### config.mk
export PLATFORM = sky130hd
export DESIGN_NAME = stop_wake_seq
export DESIGN_NICKNAME = d
export VERILOG_FILES = /design/src/rtl/stop_wake_pkg.sv /design/src/rtl/irq_sync.sv /design/src/rtl/wake_prescaler.sv /design/src/rtl/interval_counter.sv /design/src/rtl/stop_wake_seq.sv
export SDC_FILE = /design/constraint.sdc
export NUM_CORES = 1
export LEC_CHECK = 0
export BUFFER_PORTS_ARGS = -buffer_cell sky130_fd_sc_hd__buf_4
export CORE_ASPECT_RATIO = 1.4
export CORE_UTILIZATION = 45
export CTS_CLUSTER_SIZE = 25
export DETAILED_ROUTE_END_ITERATION = 16
export GPL_ROUTABILITY_DRIVEN = 1
export HOLD_SLACK_MARGIN = 0.03
export SYNTH_ARGS = -nofsm -noshare
export SYNTH_HDL_FRONTEND = slang
export SYNTH_SLANG_ARGS = --single-unit
export TNS_END_PERCENT = 50
### constraint.sdc
create_clock -name clk -period 1.85 [get_ports clk]
set_input_delay 0.0925 -clock clk [delete_from_list [all_inputs] [get_ports clk]]
set_output_delay 0.0925 -clock clk [all_outputs]
set_load 0.01 [all_outputs]
### src/rtl/stop_wake_pkg.sv
package stop_wake_pkg;
    typedef enum logic [1:0] {
        ST_RUN    = 2'd0,
        ST_STOP   = 2'd1,
        ST_STAB   = 2'd2,
        ST_RESUME = 2'd3
    } wake_state_t;
endpackage

### src/rtl/irq_sync.sv
module irq_sync #(
    parameter int NUM_IRQ = 4
) (
    input  logic               clk,
    input  logic               rst_n,
    input  logic [NUM_IRQ-1:0] req_async,
    output logic [NUM_IRQ-1:0] req_sync
);
    for (genvar i = 0; i < NUM_IRQ; i++) begin : g_line
        logic meta_q;
        logic sync_q;
        always_ff @(posedge clk or negedge rst_n) begin
            if (!rst_n) begin
                meta_q <= 1'b0;
                sync_q <= 1'b0;
            end else begin
                meta_q <= req_async[i];
                sync_q <= meta_q;
            end
        end
        assign req_sync[i] = sync_q;
    end
endmodule

### src/rtl/wake_prescaler.sv
module wake_prescaler #(
    parameter int SEL_W = 3
) (
    input  logic             clk,
    input  logic             rst_n,
    input  logic             run,
    input  logic [SEL_W-1:0] sel,
    output logic             tick
);
    localparam int DIV_W = 2 ** SEL_W;

    logic [DIV_W-1:0] pcnt_q;
    logic [DIV_W-1:0] mask;

    // divide 2^(sel+1): tick when the low sel+1 bits are all ones
    always_comb begin
        for (int i = 0; i < DIV_W; i++) begin
            mask[i] = (i <= int'(sel));
        end
    end

    always_ff @(posedge clk or negedge rst_n) begin
        if (!rst_n) begin
            pcnt_q <= '0;
        end else if (!run) begin
            pcnt_q <= '0;
        end else begin
            pcnt_q <= pcnt_q + 1'b1;
        end
    end

    assign tick = run && ((pcnt_q & mask) == mask);
endmodule

### src/rtl/interval_counter.sv
module interval_counter #(
    parameter int CNT_W = 8
) (
    input  logic clk,
    input  logic rst_n,
    input  logic run,
    input  logic tick,
    output logic ovf
);
    logic [CNT_W-1:0] cnt_q;

    always_ff @(posedge clk or negedge rst_n) begin
        if (!rst_n) begin
            cnt_q <= '0;
        end else if (!run) begin
            cnt_q <= '0;
        end else if (tick) begin
            cnt_q <= cnt_q + 1'b1;
        end
    end

    assign ovf = run && tick && (cnt_q == {CNT_W{1'b1}});
endmodule

### src/rtl/stop_wake_seq.sv
module stop_wake_seq
    import stop_wake_pkg::*;
#(
    parameter int NUM_IRQ = 4,
    parameter int SEL_W   = 3,
    parameter int CNT_W   = 8
) (
    input  logic               clk,
    input  logic               rst_n,
    input  logic               stop_req,
    input  logic [NUM_IRQ-1:0] irq_req,
    input  logic [NUM_IRQ-1:0] irq_en,
    input  logic               master_ie,
    input  logic [SEL_W-1:0]   psc_sel,
    output logic               clk_en,
    output logic               resume_stb,
    output logic               vector_stb
);
    wake_state_t      state_q;
    wake_state_t      state_d;
    logic [SEL_W-1:0] sel_q;
    logic [NUM_IRQ-1:0] irq_s;
    logic             wake_hit;
    logic             stab_run;
    logic             psc_tick;
    logic             cnt_ovf;

    irq_sync #(.NUM_IRQ(NUM_IRQ)) u_sync (
        .clk       (clk),
        .rst_n     (rst_n),
        .req_async (irq_req),
        .req_sync  (irq_s)
    );

    assign wake_hit = |(irq_s & irq_en);
    assign stab_run = (state_q == ST_STAB);

    wake_prescaler #(.SEL_W(SEL_W)) u_psc (
        .clk   (clk),
        .rst_n (rst_n),
        .run   (stab_run),
        .sel   (sel_q),
        .tick  (psc_tick)
    );

    interval_counter #(.CNT_W(CNT_W)) u_cnt (
        .clk   (clk),
        .rst_n (rst_n),
        .run   (stab_run),
        .tick  (psc_tick),
        .ovf   (cnt_ovf)
    );

    // state register and captured prescaler select
    always_ff @(posedge clk or negedge rst_n) begin
        if (!rst_n) begin
            state_q <= ST_RUN;
            sel_q   <= '0;
        end else begin
            state_q <= state_d;
            if (state_q == ST_RUN && stop_req) begin
                sel_q <= psc_sel;
            end
        end
    end

    always_comb begin
        state_d = state_q;
        unique case (state_q)
            ST_RUN:    if (stop_req) state_d = ST_STOP;
            ST_STOP:   if (wake_hit) state_d = ST_STAB;
            ST_STAB:   if (cnt_ovf)  state_d = ST_RESUME;
            ST_RESUME: state_d = ST_RUN;
            default:   state_d = ST_RUN;
        endcase
    end

    // output decode
    always_comb begin
        clk_en     = 1'b1;
        resume_stb = 1'b0;
        vector_stb = 1'b0;
        unique case (state_q)
            ST_RUN:    clk_en = 1'b1;
            ST_STOP:   clk_en = 1'b0;
            ST_STAB:   clk_en = 1'b0;
            ST_RESUME: begin
                vector_stb = master_ie;
                resume_stb = !master_ie;
            end
            default:   clk_en = 1'b1;
        endcase
    end
endmodule

==> results.yml, run 1 <==
status:
  run_status: "finished clean"
timing:
  tns_ns: 0
  fin_crit_sh: 0.959
  slew_headroom: 0.714
  finalSetupViolCount: 0
  finalCriticalPeriod_ns: 1.77
  finalHoldViolCount: 0
  fmaxAchievable_mhz: 563
  hold_ws_ns: 0.0387
  worst_pin_slew_ns: 0.430
  setup_repair_after_global_routing_missed_its_margin: "false"
  fin_worst_skew_ns: 0.00800
  timing.final.max_slew_violations: 0
grt:
  antenna_violations_before_repair: 0
  pin_count_of_the_biggest_net_entering_global_routing: 30
  grt.total_usage: 0.203
  first_global_vias: 1150
  grt_first_pass_wirelength_microns: 4920
  grt-ovfl-total: 0
power:
  power.static_leakage_nw: 0.804
  vdd_drop_max_v: 0.000715
  cellPowerDensity_nw_per_um2: 776
critical_path:
  critPathKind: "register to register"
  worst_ep_required_time_ns: 2.07
  slowest_stage: "sky130_fd_sc_hd__or4_1"
  cpPeakStageDelay_ns: 0.53
  worstSetupStartpointType: "register"
  endpoint_kind: "register"
  crit_arrival_ns: 1.99
  cp_max_fo: 15
  worstPathCellList: "nand2b_1 > a211o_1 > and2_4 > or4_1 > a21oi_2"
synth:
  synth_simple_gate_area_share: 0.189
  yosys_register_bits: 29
  most_frequent_cell_after_synthesis: "sky130_fd_sc_hd__dfrtp_1"
  post_synth_main_area_contributors: "sky130_fd_sc_hd__dfrtp_1 52%, sky130_fd_sc_hd__ha_1 6.3%, sky130_fd_sc_hd__a21oi_1 3.2%, sky130_fd_sc_hd__nor2_1 3.0%, sky130_fd_sc_hd__nand2_1 2.7%"
  mappedNetlistArea_sq_um: 1390
  synth.top_cell.area_share: 0.523
  mux_contribution_to_synthesized_area: 0.0387
  synth_compound_area_frac: 0.124
  post_synth_inst_count: 133
  syn_avg_cell_area_sq_um: 10.4
  synth-xor-area-share: 0.0315
  synth.net_count: 155
  main_combinational_cell_family_by_area_after_synthesis: "simple AND/OR/NAND/NOR gates"
  yosys.area_share.adder: 0.0631
  yosysUniqueCellTypes: 34
  synth_sequential_area_ratio: 0.523
  post_synth_top_flop: "sky130_fd_sc_hd__dfrtp_1"
  ys_warn_count: 0
  synth_area_leader_cell: "sky130_fd_sc_hd__dfrtp_1"
  synth_edf_count: 0
  synth_commonest_cells: "29 x sky130_fd_sc_hd__dfrtp_1, 11 x sky130_fd_sc_hd__nor2_1, 10 x sky130_fd_sc_hd__nand2_1, 9 x sky130_fd_sc_hd__a21oi_1, 8 x sky130_fd_sc_hd__inv_1"
  postSynth.asyncResetShare: 1.00
place:
  place_inst: 185
  port_buffers: 17
  finalWeightedCongestion: 0.816
  hpwl_microns: 1890
  placed_cell_area_sq_um: 1560
final_layout:
  layout.cells.non_filler: 200
  n_fill_cell: 266
  nNetsFinal: 184
  multi_input_area_sq_um: 626
  non_filler_cell_area_final_sq_um: 1750
  count_of_antenna_diodes_in_the_layout: 0
  syn2layout_area_growth_pct: 25.9
  storage_cell_area_sq_um: 728
  drive_gt1_frac: 0.221
detailed_routing:
  routed-via-count: 1083
  route.final.wire_length_microns: 2780
  routed_wire_length_per_instance_microns: 13.9
  drt_first_iter_violations: 24
  route.detailed.drc: 0
  firstDrtPassIters: 5
  route.antenna.remaining_nets: 0
  vias_per_cell: 5.42
die:
  core_region_area_sq_um: 2910
  fp.dieW_microns: 49.0
  floorplan.initialDensity: 0.478
  total_die_area_sq_um: 3320
  top_level_i_o_count: 18
  core.rowCount: 23
  floorplan.die.height_microns: 67.7
clocking:
  tritoncts.num_buffers: 5
  htree_levels: 2
  cts_root_buf: "sky130_fd_sc_hd__clkbuf_8"
  clock_tree_from_tritoncts: "done"
  clk_pin_slew_ns: 0.07
  clkSinkCount: 29
  ctsLongestPathBuffers: 2
  clkLatencyLatePin_ns: 0.29
run:
  number_of_max_capacitance_violations_reported: 0
hold_path:
  hold_path_class: "input pin to register"
[layer usage]
layer / global-route usage / vias to the layer above / wire (microns) / part of all wire
li1: - / 528 / - / -
met1: 0.216 / 535 / 1170 / 0.42
met2: 0.354 / 13 / 1460 / 0.53
met3: 0.0631 / 7 / 70 / 0.025
met4: 0.121 / 0 / 70 / 0.025
met5: 0 / - / 0 / 0
[logic make-up (layout without fill, tap and decap cells)]
logic type / after synthesis / after routing
AOI/OAI and AO/OA: 27 / 27
adders and majority gates: 7 / 7
and+or+nand+nor: 49 / 49
xor gates and xnor gates: 5 / 5
muxes: 5 / 5
buffers and inverters: 11 / 41
DFF: 29 / 29
[metrics by stage]
| step | setup WS (ns) | util | power [mW] |
|---|---|---|---|
| 2_1_floorplan | 0.187 | - | 0.659 |
| 3_3_place_gp | 0.140 | 0.536 | 0.694 |
| 3_5_place_dp | 0.0724 | 0.536 | 0.696 |
| 4_1_cts | 0.0499 | 0.596 | 1.37 |
| 5_1_grt | 0.0127 | 0.601 | 1.40 |
| 6_report | 0.0751 | 0.601 | 1.36 |
[cell type report]
cell class / count / area share
flip-flops and latches: 29 / 0.417
multi-input cells: 93 / 0.358
repair buffers: 25 / 0.116
clock buffers: 5 / 0.0394
clock inverters: 3 / 0.0265
well taps: 37 / 0.0265
inverters: 8 / 0.0172
[flip-flops by register name, indices dropped and copies added, names as in the netlist]
name                  count
sel_q                     3
u_sync.g_line.meta_q      4
u_psc.pcnt_q              8
u_cnt.cnt_q               8
state_q                   2
u_sync.g_line.sync_q      4
[worst max-delay path: cells and delay by family (launching register included)]
kind	cells	cell delay (ns)
AO/OA/AOI/OAI	2	0.46
flip-flops	1	0.39
AND/OR/NAND/NOR	3	0.87
[final timing paths]
check,endpoint,slack (ns),from,cells after the start
max,u_cnt.cnt_q[4],0.08,sel_q[0],5
min,sel_q[0],0.04,psc_sel[0],2
max reg2reg,u_cnt.cnt_q[4],0.08,sel_q[0],5
min reg2reg,u_sync.g_line[2].sync_q,0.35,u_sync.g_line[2].meta_q,0
max in group asynchronous,u_psc.pcnt_q[0],1.28,rst_n,2
min in group asynchronous,u_cnt.cnt_q[7],0.27,rst_n,2
[timing repair]
action | 4_1_cts | 5_1_grt
setup buffers | 0 | 1
hold buffers | 6 | 0
endpoints found under the setup margin | 0 | 3
resized for setup | 0 | 4
endpoints found under the hold margin | 34 | 0
[where the power goes]
part | switching [mW] | total (mW) | internal [mW]
registers | 0.00212 | 0.645 | 0.643
logic | 0.0190 | 0.0473 | 0.0283
clock network | 0.262 | 0.664 | 0.402
total | 0.283 | 1.36 | 1.07
[cells in the final DEF (no fill, tap or decap), types with 6 or more instances in the layout]
| master | n |
|---|---|
| sky130_fd_sc_hd__a21oi_1 | 8 |
| sky130_fd_sc_hd__inv_1 | 8 |
| sky130_fd_sc_hd__dfrtp_1 | 27 |
| sky130_fd_sc_hd__nand2_1 | 10 |
| sky130_fd_sc_hd__buf_4 | 19 |
| sky130_fd_sc_hd__dlygate4sd3_1 | 6 |
| sky130_fd_sc_hd__nor2_1 | 11 |
| sky130_fd_sc_hd__ha_1 | 7 |
Note: power is estimated with default switching activity, not from simulation.
==> run 2: changes to the inputs <==
--- a/config.mk
+++ b/config.mk
@@ -6,7 +6,6 @@
 export NUM_CORES = 1
 export LEC_CHECK = 0
 export BUFFER_PORTS_ARGS = -buffer_cell sky130_fd_sc_hd__buf_4
-export CORE_ASPECT_RATIO = 1.4
 export CORE_UTILIZATION = 45
 export CTS_CLUSTER_SIZE = 25
 export DETAILED_ROUTE_END_ITERATION = 16
==> run 2 against run 1 <==
Against the previous run:
- register-to-register slack better by 0.03 ns
- total power fell by 16%
- utilization rose by 0.68 points
- combinational power rose by 7.6%
- worst hold slack improved by 0.15 ns
- cell count is 1.5% lower
- first-iteration DRC count is 4.2% lower
- critical path depth unchanged
- via count is 1.1% higher
- sequential power hardly changed
- critical endpoint is now u_cnt.cnt_q[5]
==> results.yml, run 2 (same netlist as run 1, synthesis figures left out) <==
timing:
  finalHoldViolCount: 0
  fin_crit_sh: 0.941
  worst_pin_slew_ns: 0.392
  tns_ns: 0
  timing.final.max_slew_violations: 0
  slew_headroom: 0.739
  finalCriticalPeriod_ns: 1.74
  setup_repair_after_global_routing_missed_its_margin: "false"
  fmaxAchievable_mhz: 574
  fin_worst_skew_ns: 0.0123
  finalSetupViolCount: 0
detailed_routing:
  route.final.wire_length_microns: 2650
  route.antenna.remaining_nets: 0
  firstDrtPassIters: 6
  routed_wire_length_per_instance_microns: 13.4
  routed-via-count: 1095
  drt_first_iter_violations: 23
  route.detailed.drc: 0
  vias_per_cell: 5.56
critical_path:
  cpPeakStageDelay_ns: 0.50
  slowest_stage: "sky130_fd_sc_hd__or4_1"
  worstRegToRegCells: 5
  setup.worst_path.start: "u_psc.pcnt_q[0]"
  cp_max_fo: 7
  timing.rr.start: "u_psc.pcnt_q[0]"
  critPathKind: "register to register"
  endpoint_kind: "register"
  critical_path_depth: 5
  crit_family: "simple AND/OR/NAND/NOR gates"
  crit_arrival_ns: 2.00
  worstPathBufferInverterCount: 0
  worstPathCellList: "and4_1 > a31oi_1 > and2_4 > or4_1 > a21oi_1"
  worst_ep_required_time_ns: 2.11
  worstSetupStartpointType: "register"
final_layout:
  syn2layout_area_growth_pct: 23.9
  count_of_antenna_diodes_in_the_layout: 0
  most_frequent_cells_in_the_layout: "29 x sky130_fd_sc_hd__dfrtp_1, 19 x sky130_fd_sc_hd__buf_4, 11 x sky130_fd_sc_hd__nor2_1"
  non_filler_cell_area_final_sq_um: 1720
  drive_gt1_frac: 0.211
  layout_commonest_cell: "sky130_fd_sc_hd__dfrtp_1"
  biggestRegsByFlops: "u_cnt.cnt_q: 8 flops, u_psc.pcnt_q: 8 flops"
  nNetsFinal: 187
die:
  total_die_area_sq_um: 3310
  core_region_area_sq_um: 2830
  floorplan.initialDensity: 0.491
  core.rowCount: 19
  top_level_i_o_count: 18
  fp.dieW_microns: 57.6
  floorplan.die.height_microns: 57.6
clocking:
  tritoncts.num_buffers: 5
  cts_root_buf: "sky130_fd_sc_hd__clkbuf_4"
  clkSinkCount: 29
  clk_pin_slew_ns: 0.10
  clkLatencyLatePin_ns: 0.33
  htree_levels: 2
  clock_tree_from_tritoncts: "done"
  ctsLongestPathBuffers: 2
place:
  hpwl_microns: 1750
  placed_cell_area_sq_um: 1550
  port_buffers: 17
  finalWeightedCongestion: 0.735
grt:
  grt-ovfl-total: 0
  pin_count_of_the_biggest_net_entering_global_routing: 30
  first_global_vias: 1069
  antenna_violations_before_repair: 0
  grt_first_pass_wirelength_microns: 4590
  grt.total_usage: 0.189
hold_path:
  min_from: "stop_req"
  hold_path_class: "input pin to register"
  whs_path_depth: 3
power:
  cellPowerDensity_nw_per_um2: 661
  vdd_drop_max_v: 0.000455
  power.static_leakage_nw: 0.806
run:
  number_of_max_capacitance_violations_reported: 0
status:
  run_status: "finished clean"
run 2: path summary, 6_finish.rpt:
kind	slack, ns	to
max in group asynchronous	1.36	u_psc.pcnt_q[0]
worst min register to register	0.35	u_sync.g_line[3].sync_q
worst max-delay path	0.11	u_cnt.cnt_q[5]
worst min-delay path	0.19	sel_q[1]
min in group asynchronous	0.20	u_cnt.cnt_q[7]
worst max register to register	0.11	u_cnt.cnt_q[5]
run 2: final cells by class:
cell class	count	area, sq um
Sequential cell	29	726
Timing Repair Buffer	27	223
Tap cell	31	38.8
Fill cell	254	1110
Clock buffer	7	65.1
Inverter	8	30.0
Multi-Input combinational cell	94	633
Clock inverter	1	5.00
run 2: what timing repair did:
item	in CTS	in global routing
resized for setup	0	2
buffers inserted	0	1
endpoints found under the setup margin	0	5
hold endpoints to repair	36	0
hold buffers	8	0
run 2: per-layer routing:
metal | up-vias | GRT usage | routed length, microns
li1 | 534 | - | -
met1 | 540 | 0.214 | 1210
met2 | 15 | 0.321 | 1300
met3 | 6 | 0.0748 | 94
met4 | 0 | 0.0732 | 44
met5 | - | 0 | 0
run 2: worst register-to-register path, stage by stage (launching register included):
cell and delay (ns):
sky130_fd_sc_hd__dfrtp_1 0.44, sky130_fd_sc_hd__and4_1 0.27, sky130_fd_sc_hd__a31oi_1 0.09, sky130_fd_sc_hd__and2_4 0.22, sky130_fd_sc_hd__or4_1 0.50, sky130_fd_sc_hd__a21oi_1 0.16
run 2: metrics by stage:
stage	hold WS (ns)	setup WS (ns)	cells	util	power (mW)
2_1_floorplan	-0.203	0.187	133	-	0.659
3_3_place_gp	0.0352	0.130	179	0.548	0.695
3_5_place_dp	0.0398	0.0971	179	0.548	0.696
4_1_cts	0.181	0.0738	195	0.601	1.16
5_1_grt	0.189	0.00191	197	0.608	1.19
6_report	0.189	0.109	197	0.608	1.14
run 2: report_power, final:
part | internal (mW) | switching, mW | leakage (nW)
clock network | 0.220 | 0.223 | 0.0413
logic | 0.0311 | 0.0199 | 0.407
registers | 0.642 | 0.00218 | 0.357
total | 0.893 | 0.245 | 0.806
==> run 3: changes to the inputs <==
--- a/config.mk
+++ b/config.mk
@@ -6,7 +6,8 @@
 export NUM_CORES = 1
 export LEC_CHECK = 0
 export BUFFER_PORTS_ARGS = -buffer_cell sky130_fd_sc_hd__buf_4
-export CORE_UTILIZATION = 45
+export CAP_MARGIN = 0
+export CORE_UTILIZATION = 37
 export CTS_CLUSTER_SIZE = 25
 export DETAILED_ROUTE_END_ITERATION = 16
 export GPL_ROUTABILITY_DRIVEN = 1
==> run 3 against run 2 <==
Against the previous run:
- die area rose by 21%
- register-to-register slack got worse by 0.02 ns
- sequential power barely moved
- largest cell class unchanged
- clock skew fell by 0.0048 ns
- non-clock buffer count fell by 2
- critical path type unchanged
- worst hold slack got worse by 0.14 ns
- worst setup slack got worse by 0.016 ns
- sequential share of layout area fell by 1.3 points
- first-iteration DRC count fell by 4.3%
- highest routed layer unchanged
- count of clock-buffer cells in the layout did not move
==> results.yml, run 3 (same netlist as run 1, synthesis figures left out) <==
final_layout:
  layout_commonest_cell: "sky130_fd_sc_hd__dfrtp_1"
  n_fill_cell: 320
  storage_cell_area_sq_um: 726
  multi_input_area_sq_um: 644
  biggestRegsByFlops: "u_cnt.cnt_q: 8 flops, u_psc.pcnt_q: 8 flops"
  utilization: 0.512
  nNetsFinal: 185
  most_frequent_cells_in_the_layout: "29 x sky130_fd_sc_hd__dfrtp_1, 20 x sky130_fd_sc_hd__buf_4, 11 x sky130_fd_sc_hd__nor2_1"
  count_of_antenna_diodes_in_the_layout: 0
  drive_gt1_frac: 0.232
  syn2layout_area_growth_pct: 27.7
clocking:
  clock_tree_from_tritoncts: "done"
  cts_root_buf: "sky130_fd_sc_hd__clkbuf_8"
  htree_levels: 2
  clkLatencyLatePin_ns: 0.27
  tritoncts.num_buffers: 5
  clkSinkCount: 29
  ctsLongestPathBuffers: 2
  clk_pin_slew_ns: 0.07
die:
  total_die_area_sq_um: 4000
  core_region_area_sq_um: 3470
  floorplan.die.height_microns: 63.3
  core.rowCount: 21
  floorplan.initialDensity: 0.400
  top_level_i_o_count: 18
  fp.dieW_microns: 63.3
power:
  finalPower_mw: 1.36
  combinationalPowerShare: 0.034
  cell_internal_pwr_mw: 1.11
  power.static_leakage_nw: 0.819
  p_seq_frac: 0.473
  pwr-share-clk: 0.492
  cellPowerDensity_nw_per_um2: 769
  switching_share: 0.187
  power_spent_charging_and_discharging_nets_mw: 0.255
  vdd_drop_max_v: 0.000520
place:
  hpwl_microns: 1960
  port_buffers: 17
  finalWeightedCongestion: 0.760
timing:
  slew_headroom: 0.735
  hold_ws_ns: 0.0479
  fin_crit_sh: 0.950
  setup_repair_after_global_routing_missed_its_margin: "false"
  fin_worst_skew_ns: 0.00758
  tns_ns: 0
  worst_pin_slew_ns: 0.398
  finalSetupViolCount: 0
  finalHoldViolCount: 0
  fmaxAchievable_mhz: 569
  timing.final.max_slew_violations: 0
  finalCriticalPeriod_ns: 1.76
critical_path:
  critPathKind: "register to register"
  slowest_stage: "sky130_fd_sc_hd__or4_1"
  worstPathCellList: "nand2b_1 > a211o_1 > and2_4 > or4_1 > a21oi_2"
  endpoint_kind: "register"
  cpPeakStageDelay_ns: 0.52
  worst_ep_required_time_ns: 2.05
  worstSetupStartpointType: "register"
  cp_max_fo: 7
  crit_arrival_ns: 1.96
grt:
  grt.total_usage: 0.155
  grt-ovfl-total: 0
  first_global_vias: 1129
  antenna_violations_before_repair: 0
  grt_first_pass_wirelength_microns: 4740
  pin_count_of_the_biggest_net_entering_global_routing: 30
detailed_routing:
  route.final.wire_length_microns: 2880
  route.detailed.drc: 0
  routed_wire_length_per_instance_microns: 13.7
  route.antenna.remaining_nets: 0
  routed-via-count: 1094
  drt_first_iter_violations: 22
  vias_per_cell: 5.21
  firstDrtPassIters: 5
status:
  run_status: "finished clean"
hold_path:
  hold_path_class: "input pin to register"
run:
  number_of_max_capacitance_violations_reported: 0
## run 3: what timing repair did
| action | in CTS | in global routing |
|---|---|---|
| hold endpoints to repair | 33 | 0 |
| setup buffers | 0 | 2 |
| resized for setup | 0 | 5 |
| hold buffers | 5 | 0 |
| endpoints found under the setup margin | 0 | 5 |
## run 3: per-layer routing
layer	routed length, microns	global-route usage	vias to the layer above
met3	116	0.0471	4
met5	0	0	-
li1	-	-	528
met4	19	0.0739	0
met1	1260	0.169	538
met2	1480	0.273	24
## run 3: worst max-delay path, delay by kind of cell (launching register included)
family	cells	cell delay, ns
and+or+nand+nor	3	0.86
AOI/OAI and AO/OA	2	0.43
DFF	1	0.40
## run 3: power by group through the flow
stage | Sequential [mW] | Clock (mW) | Combinational [mW]
after floorplan | 0.656 | 0 | 0.00254
final | 0.646 | 0.672 | 0.0464
after global placement | 0.657 | 0 | 0.0380
after detailed placement | 0.657 | 0 | 0.0390
after CTS | 0.646 | 0.684 | 0.0477
after global routing | 0.646 | 0.715 | 0.0520
## run 3: through the flow
step | cell area [sq um] | cells | setup WS, ns
final | 1770 | 210 | 0.0931
after global routing | 1770 | 210 | 0.0130
after CTS | 1740 | 207 | 0.0454
after detailed placement | 1570 | 194 | 0.0648
after global placement | 1570 | 194 | 0.125
after floorplan | 1390 | 133 | 0.187
## run 3: final timing paths
| path | from | end | slack [ns] | cells after the start |
|---|---|---|---|---|
| hold reg to reg | u_sync.g_line[2].meta_q | u_sync.g_line[2].sync_q | 0.36 | 0 |
| setup / recovery | sel_q[0] | u_cnt.cnt_q[4] | 0.09 | 5 |
| setup reg to reg | sel_q[0] | u_cnt.cnt_q[4] | 0.09 | 5 |
| hold / removal | psc_sel[2] | sel_q[2] | 0.05 | 2 |
| max in group asynchronous | rst_n | u_sync.g_line[3].sync_q | 1.29 | 2 |
| min in group asynchronous | rst_n | u_cnt.cnt_q[5] | 0.28 | 2 |
## run 3: final cells by class
| cell class | instances | area share |
|---|---|---|
| tap | 46 | 0.0324 |
| inverter | 8 | 0.0169 |
| timing repair buffer | 25 | 0.113 |
| clock buffer | 7 | 0.0487 |
| sequential | 29 | 0.409 |
| clock inverter | 1 | 0.0169 |
| multi-input combinational | 94 | 0.363 |
